`src/rtl/spi_master_pkg.sv`:
```
package spi_master_pkg;
  typedef enum logic [1:0] {
    RATE_DIV4  = 2'd0,
    RATE_DIV16 = 2'd1,
    RATE_DIV64 = 2'd2,
    RATE_TIMER = 2'd3
  } rate_e;

  typedef struct packed {
    logic  cpol;
    logic  cke;
    logic  smp;
    rate_e rate;
  } xfer_cfg_t;
endpackage

```
`src/rtl/spi_rate_gen.sv`:
```
module spi_rate_gen
  import spi_master_pkg::*;
#(
  parameter int BASE_DIV  = 4,
  parameter int STEP_LOG2 = 2
) (
  input  logic  clk,
  input  logic  rst_n,
  input  logic  run,
  input  rate_e rate,
  input  logic  tmr_tick,
  output logic  half_tick
);
  localparam int HALF_BASE = BASE_DIV / 2;
  localparam int NUM_INT   = 3;
  localparam int MAX_HALF  = HALF_BASE << ((NUM_INT - 1) * STEP_LOG2);
  localparam int PW        = $clog2(MAX_HALF) + 1;

  logic [PW-1:0] lim [NUM_INT];
  logic [PW-1:0] cnt;
  logic          hit;

  // one terminal count per internal divider
  for (genvar g = 0; g < NUM_INT; g++) begin : g_lim
    assign lim[g] = PW'((HALF_BASE << (g * STEP_LOG2)) - 1);
  end

  always_comb begin
    case (rate)
      RATE_DIV4:  hit = (cnt == lim[0]);
      RATE_DIV16: hit = (cnt == lim[1]);
      RATE_DIV64: hit = (cnt == lim[2]);
      default:    hit = tmr_tick;
    endcase
  end

  assign half_tick = run & hit;

  always_ff @(posedge clk or negedge rst_n) begin
    if (!rst_n)                                   cnt <= '0;
    else if (!run || half_tick || rate == RATE_TIMER) cnt <= '0;
    else                                          cnt <= cnt + 1'b1;
  end
endmodule

```
`src/rtl/spi_shift_engine.sv`:
```
module spi_shift_engine
  import spi_master_pkg::*;
#(
  parameter int DW = 8
) (
  input  logic          clk,
  input  logic          rst_n,
  input  logic          start,
  input  logic [DW-1:0] wdata,
  input  xfer_cfg_t     cfg_in,
  input  logic          half_tick,
  input  logic          sdi,
  output logic          busy,
  output logic          lat_cpol,
  output logic          lat_cke,
  output rate_e         lat_rate,
  output logic          sdo_bit,
  output logic          phase_b,
  output logic          done,
  output logic [DW-1:0] rx_word
);
  localparam int NH = 2 * DW;
  localparam int HW = $clog2(NH);
  localparam logic [HW-1:0] LAST = HW'(NH - 1);

  xfer_cfg_t     cfg_q;
  logic [HW-1:0] hcnt;
  logic [DW-1:0] shreg;
  logic          samp;
  logic          in_bit;

  assign in_bit   = cfg_q.smp ? sdi : samp;
  assign rx_word  = {shreg[DW-2:0], in_bit};
  assign done     = busy & half_tick & (hcnt == LAST);
  assign sdo_bit  = shreg[DW-1];
  assign phase_b  = hcnt[0];
  assign lat_cpol = cfg_q.cpol;
  assign lat_cke  = cfg_q.cke;
  assign lat_rate = cfg_q.rate;

  always_ff @(posedge clk or negedge rst_n) begin
    if (!rst_n) begin
      busy  <= 1'b0;
      hcnt  <= '0;
      shreg <= '0;
      samp  <= 1'b0;
      cfg_q <= '0;
    end else if (start) begin
      busy  <= 1'b1;
      hcnt  <= '0;
      shreg <= wdata;
      samp  <= 1'b0;
      cfg_q <= cfg_in;
    end else if (busy && half_tick) begin
      hcnt <= hcnt + 1'b1;
      if (!hcnt[0]) begin
        if (!cfg_q.smp) samp <= sdi;
      end else begin
        shreg <= rx_word;
        if (hcnt == LAST) busy <= 1'b0;
      end
    end
  end
endmodule

```
`src/rtl/spi_host_regs.sv`:
```
module spi_host_regs #(
  parameter int DW = 8
) (
  input  logic          clk,
  input  logic          rst_n,
  input  logic          buf_wr,
  input  logic          busy,
  input  logic          buf_rd,
  input  logic          irq_clr,
  input  logic          err_clr,
  input  logic          done,
  input  logic [DW-1:0] rx_word,
  output logic [DW-1:0] rdata,
  output logic          irq,
  output logic          wcol,
  output logic          rovf
);
  logic unread;
  logic ovf_hit;
  logic load;

  assign ovf_hit = done & unread & ~buf_rd;
  assign load    = done & ~ovf_hit;

  always_ff @(posedge clk or negedge rst_n) begin
    if (!rst_n) begin
      rdata  <= '0;
      irq    <= 1'b0;
      wcol   <= 1'b0;
      rovf   <= 1'b0;
      unread <= 1'b0;
    end else begin
      if (load) rdata <= rx_word;

      if (load)        unread <= 1'b1;
      else if (buf_rd) unread <= 1'b0;

      if (done)         irq <= 1'b1;
      else if (irq_clr) irq <= 1'b0;

      if (buf_wr && busy) wcol <= 1'b1;
      else if (err_clr)   wcol <= 1'b0;

      if (ovf_hit)      rovf <= 1'b1;
      else if (err_clr) rovf <= 1'b0;
    end
  end
endmodule

```
`src/rtl/spi_master_core.sv`:
```
module spi_master_core
  import spi_master_pkg::*;
#(
  parameter int DW        = 8,
  parameter int BASE_DIV  = 4,
  parameter int STEP_LOG2 = 2
) (
  input  logic          clk,
  input  logic          rst_n,
  input  logic          cfg_cpol,
  input  logic          cfg_cke,
  input  logic          cfg_smp,
  input  logic [1:0]    cfg_rate,
  input  logic          cfg_rx_only,
  input  logic          tmr_tick,
  input  logic          buf_wr,
  input  logic [DW-1:0] buf_wdata,
  input  logic          buf_rd,
  output logic [DW-1:0] buf_rdata,
  input  logic          irq_clr,
  input  logic          err_clr,
  output logic          irq,
  output logic          busy,
  output logic          wcol,
  output logic          rovf,
  output logic          sck,
  output logic          sdo,
  output logic          sdo_oe,
  input  logic          sdi
);
  xfer_cfg_t     cfg_in;
  logic          start;
  logic          half_tick;
  logic          lat_cpol;
  logic          lat_cke;
  rate_e         lat_rate;
  logic          sdo_bit;
  logic          phase_b;
  logic          done;
  logic [DW-1:0] rx_word;

  assign cfg_in = '{cpol: cfg_cpol, cke: cfg_cke, smp: cfg_smp, rate: rate_e'(cfg_rate)};
  assign start  = buf_wr & ~busy;

  spi_rate_gen #(.BASE_DIV(BASE_DIV), .STEP_LOG2(STEP_LOG2)) u_rate (
    .clk       (clk),
    .rst_n     (rst_n),
    .run       (busy),
    .rate      (lat_rate),
    .tmr_tick  (tmr_tick),
    .half_tick (half_tick)
  );

  spi_shift_engine #(.DW(DW)) u_eng (
    .clk       (clk),
    .rst_n     (rst_n),
    .start     (start),
    .wdata     (buf_wdata),
    .cfg_in    (cfg_in),
    .half_tick (half_tick),
    .sdi       (sdi),
    .busy      (busy),
    .lat_cpol  (lat_cpol),
    .lat_cke   (lat_cke),
    .lat_rate  (lat_rate),
    .sdo_bit   (sdo_bit),
    .phase_b   (phase_b),
    .done      (done),
    .rx_word   (rx_word)
  );

  spi_host_regs #(.DW(DW)) u_regs (
    .clk     (clk),
    .rst_n   (rst_n),
    .buf_wr  (buf_wr),
    .busy    (busy),
    .buf_rd  (buf_rd),
    .irq_clr (irq_clr),
    .err_clr (err_clr),
    .done    (done),
    .rx_word (rx_word),
    .rdata   (buf_rdata),
    .irq     (irq),
    .wcol    (wcol),
    .rovf    (rovf)
  );

  // active level is driven in the half that matches the edge-select bit
  assign sck    = busy ? (lat_cpol ^ (phase_b == lat_cke)) : cfg_cpol;
  assign sdo    = busy & ~cfg_rx_only & sdo_bit;
  assign sdo_oe = ~cfg_rx_only;
endmodule

```
`config.mk`:
```
export PLATFORM = sky130hd
export DESIGN_NAME = spi_master_core
export DESIGN_NICKNAME = d
export VERILOG_FILES = /design/src/rtl/spi_master_pkg.sv /design/src/rtl/spi_rate_gen.sv /design/src/rtl/spi_shift_engine.sv /design/src/rtl/spi_host_regs.sv /design/src/rtl/spi_master_core.sv
export SDC_FILE = /design/constraint.sdc
export NUM_CORES = 1
export LEC_CHECK = 0
export BUFFER_PORTS_ARGS = -buffer_cell sky130_fd_sc_hd__buf_2
export CORE_ASPECT_RATIO = 1.2
export CORE_MARGIN = 2
export CORE_UTILIZATION = 40
export DETAILED_ROUTE_END_ITERATION = 10
export SLEW_MARGIN = 15
export SYNTH_ARGS = -nofsm -noshare
export SYNTH_HDL_FRONTEND = slang
export SYNTH_SLANG_ARGS = --single-unit
```
`constraint.sdc`:
```
create_clock -name clk -period 2.95 [get_ports clk]
set_input_delay 0.1475 -clock clk [delete_from_list [all_inputs] [get_ports clk]]
set_output_delay 0.1475 -clock clk [all_outputs]
set_load 0.03 [all_outputs]
```
==> impl_metrics.json <==
{
  "start_kind": "flop",
  "critPathMaxStageDelay_ns": 0.44,
  "hold_violations": 0,
  "clock_latency_ns": 0.29,
  "dp_slack_ns": 0.534,
  "cts_buffer_depth": 2,
  "p_per_area_mw_per_mm2": 809,
  "grt_overflow": 0,
  "start_util_pct": 41.8,
  "areaGrowthSynthToFinish_pct": 19.0,
  "p_sw_uw": 638,
  "cts.sinks": 37,
  "yosysSeqAreaShare_pct": 51.5,
  "grt_pass1_vias": 1328,
  "syn_area_mm2": 0.00180,
  "ctsRootBufferMaster": "clkbuf_8",
  "worstMarginPinSlew_ns": 0.804,
  "yosysWarnings": 0,
  "min_from": "cfg_smp",
  "status": "complete, no violations",
  "dp.final_hpwl_mm": 2.51,
  "viasPerCell": 4.91,
  "diodes": 0,
  "cts_tree": "yes",
  "maxSlewViolCount": 0,
  "clk_pin_slew_ns": 0.07,
  "worstHoldPathType": "in -> reg",
  "critPathLaunch": "u_eng.lat_rate[0]",
  "rr_startpoint": "u_eng.lat_rate[0]",
  "leakage_uw": 0.00116,
  "routedWlPerCell_um": 13.0,
  "cp_cell_sequence": "inv_1 -> ha_1 -> or3b_1 -> a2111oi_0 -> a21o_1 -> mux2_2",
  "relSlewSlack_pct": 46.4,
  "clock_skew_ns": 0.00339,
  "globalplace.congestion": 0.775,
  "cp.arrival_ns": 2.58,
  "fin_area_mm2": 0.00214,
  "fin_util_pct": 49.8,
  "tns_ns": 0,
  "crit_slowest_cell": "a2111oi_0",
  "die-area_mm2": 0.00505,
  "die_x_um": 65.2,
  "cp.required_ns": 3.13,
  "p_seq_share_pct": 45.1,
  "final_common_cell": "nand2_1",
  "p_comb_share_pct": 35.2,
  "grt_use_total_pct": 15.8,
  "grt_pass1_wl_mm": 6.20,
  "pwr-share-clk_pct": 19.7,
  "antenna_found_initial": 0,
  "intPower_uw": 1090,
  "dr.pass1.iters": 4,
  "grt_max_degree": 38,
  "end_kind": "flop",
  "yosysUniqueCellTypes": 31,
  "syn-num-nets": 199,
  "place_area_mm2": 0.00204,
  "num_vias": 1330,
  "numPortBuffers": 36,
  "fin_nets": 240,
  "die_h_um": 77.4,
  "worstPathMaxFanout": 8,
  "regToRegSetupSlack_ns": 0.54,
  "ctsResizeCount": 0,
  "p_sw_share_pct": 36.9,
  "fin_crit_sh_pct": 81.7,
  "maxCapViolCount": 0,
  "layout_common_cells": "43 x nand2_1, 37 x dfrtp_1, 36 x buf_2, 15 x mux2_2, 10 x inv_1",
  "vdd.ir_drop.worst_uv": 406,
  "post_cts_buffers": 0,
  "min_period_ns": 2.41,
  "ys_seq_elements": 37,
  "core_mm2": 0.00429,
  "finalSetupViolCount": 0,
  "setup_ws_ns": 0.541,
  "drive_gt1_share_pct": 30.2,
  "synthCells": 173,
  "drcViolationCount": 0,
  "numCtsBuffers": 5,
  "crit_type": "reg -> reg",
  "p_total_uw": 1730,
  "io_pins": 37,
  "row_count": 26,
  "antenna_left": 0,
  "drt_iter0_drc": 85,
  "wl_mm": 3.52,
  "cts_hold_buf": 1,
  "rsz0062_at_grt": "false",
  "fmax_ghz": 0.415,
  "syn_area_per_cell_um2": 10.4,
  "cts_max_level": 2
}
## synthesized netlist by cell type
cell type / instances / area [um2]
buf_4: 1 / 7.51
o21ai_0: 5 / 25.0
or3_4: 1 / 11.3
nor3_1: 2 / 10.0
a21o_1: 1 / 7.51
dfrtp_1: 37 / 926
nand4_1: 1 / 6.26
o211ai_4: 1 / 21.3
a21oi_1: 3 / 15.0
or3b_1: 1 / 8.76
nand2_1: 43 / 161
xnor2_1: 2 / 17.5
and3_1: 4 / 25.0
nor2_1: 6 / 22.5
clkbuf_1: 4 / 15.0
ha_1: 4 / 50.1
a221oi_4: 1 / 26.3
o22ai_1: 1 / 6.26
a2111oi_0: 1 / 8.76
buf_2: 1 / 5.00
o22a_1: 1 / 8.76
mux2i_1: 7 / 70.1
o211ai_1: 3 / 22.5
mux2_2: 15 / 169
nand2b_1: 3 / 18.8
nor4_1: 3 / 18.8
nor2b_1: 2 / 12.5
inv_1: 10 / 37.5
xor2_1: 4 / 35.0
nand3b_1: 1 / 7.51
nand3_1: 4 / 20.0
## power groups by stage
| stage | Clock [uW] | Sequential, uW | Combinational [uW] |
|---|---|---|---|
| global placement | 0 | 789 | 606 |
| floorplan | 0 | 837 | 401 |
| finish | 341 | 780 | 609 |
| CTS | 354 | 781 | 620 |
| detailed placement | 0 | 790 | 615 |
| global route | 377 | 808 | 678 |
## critical path: cells and delay by family, from the launching register on
family / cells / cell delay [ns]
AOI/OAI and AO/OA: 2 / 0.82
and+or+nand+nor: 1 / 0.40
muxes: 1 / 0.38
DFF: 1 / 0.35
adders and majority gates: 1 / 0.28
buffers and inverters: 1 / 0.07
## layout make-up
class                           instances  area, um2
Clock buffer                            5       68.8
Inverter                               10       37.5
Sequential cell                        37        926
Fill cell                             426       2160
Tap cell                               56       70.1
Clock inverter                          3       17.5
Timing Repair Buffer                   40        213
Multi-Input combinational cell        120        806
## logic make-up (layout without fill, tap and decap cells)
logic type	Yosys count	count (layout)	share of synthesized area (%)
simple gates	71	71	18.0
flops	37	37	51.5
mux	22	22	13.3
compound gates	17	17	7.87
buf+inv	16	58	3.62
xor+xnor	6	6	2.92
fa+ha+maj	4	4	2.79
## layer usage
| metal | wire [um] | vias to the layer above | global-route usage (%) |
|---|---|---|---|
| met2 | 1690 | 31 | 24.5 |
| li1 | - | 665 | - |
| met5 | 0 | - | 0 |
| met4 | 50 | 0 | 5.63 |
| met1 | 1590 | 628 | 20.9 |
| met3 | 190 | 6 | 4.64 |
## registers in the layout, indices dropped and copies added (netlist names)
name	count
u_eng.shreg	8
u_regs.rdata	8
u_rate.cnt	6
u_eng.hcnt	4
u_eng.lat_rate	2
u_eng.busy	1
u_eng.cfg_q	1
u_eng.lat_cke	1
u_eng.lat_cpol	1
u_eng.samp	1
u_regs.irq	1
u_regs.rovf	1
u_regs.unread	1
u_regs.wcol	1
## final timing paths
| kind | endpoint | cells past startpoint |
|---|---|---|
| worst max-delay path | u_eng.shreg[2] | 6 |
| worst min-delay path | u_eng.cfg_q[2] | 3 |
| worst max register to register | u_eng.shreg[2] | 6 |
| worst min register to register | u_eng.hcnt[3] | 1 |
| max in group asynchronous | u_eng.cfg_q[2] | 2 |
| min in group asynchronous | u_eng.hcnt[1] | 2 |
## per-stage QoR
step	hold slack, ns	std cells
after floorplan	-0.148	173
after global placement	0.305	262
after detailed placement	0.296	262
after CTS	0.0376	271
after global routing	0.0451	271
final	0.0492	271
(Power assumes the default switching activity.)
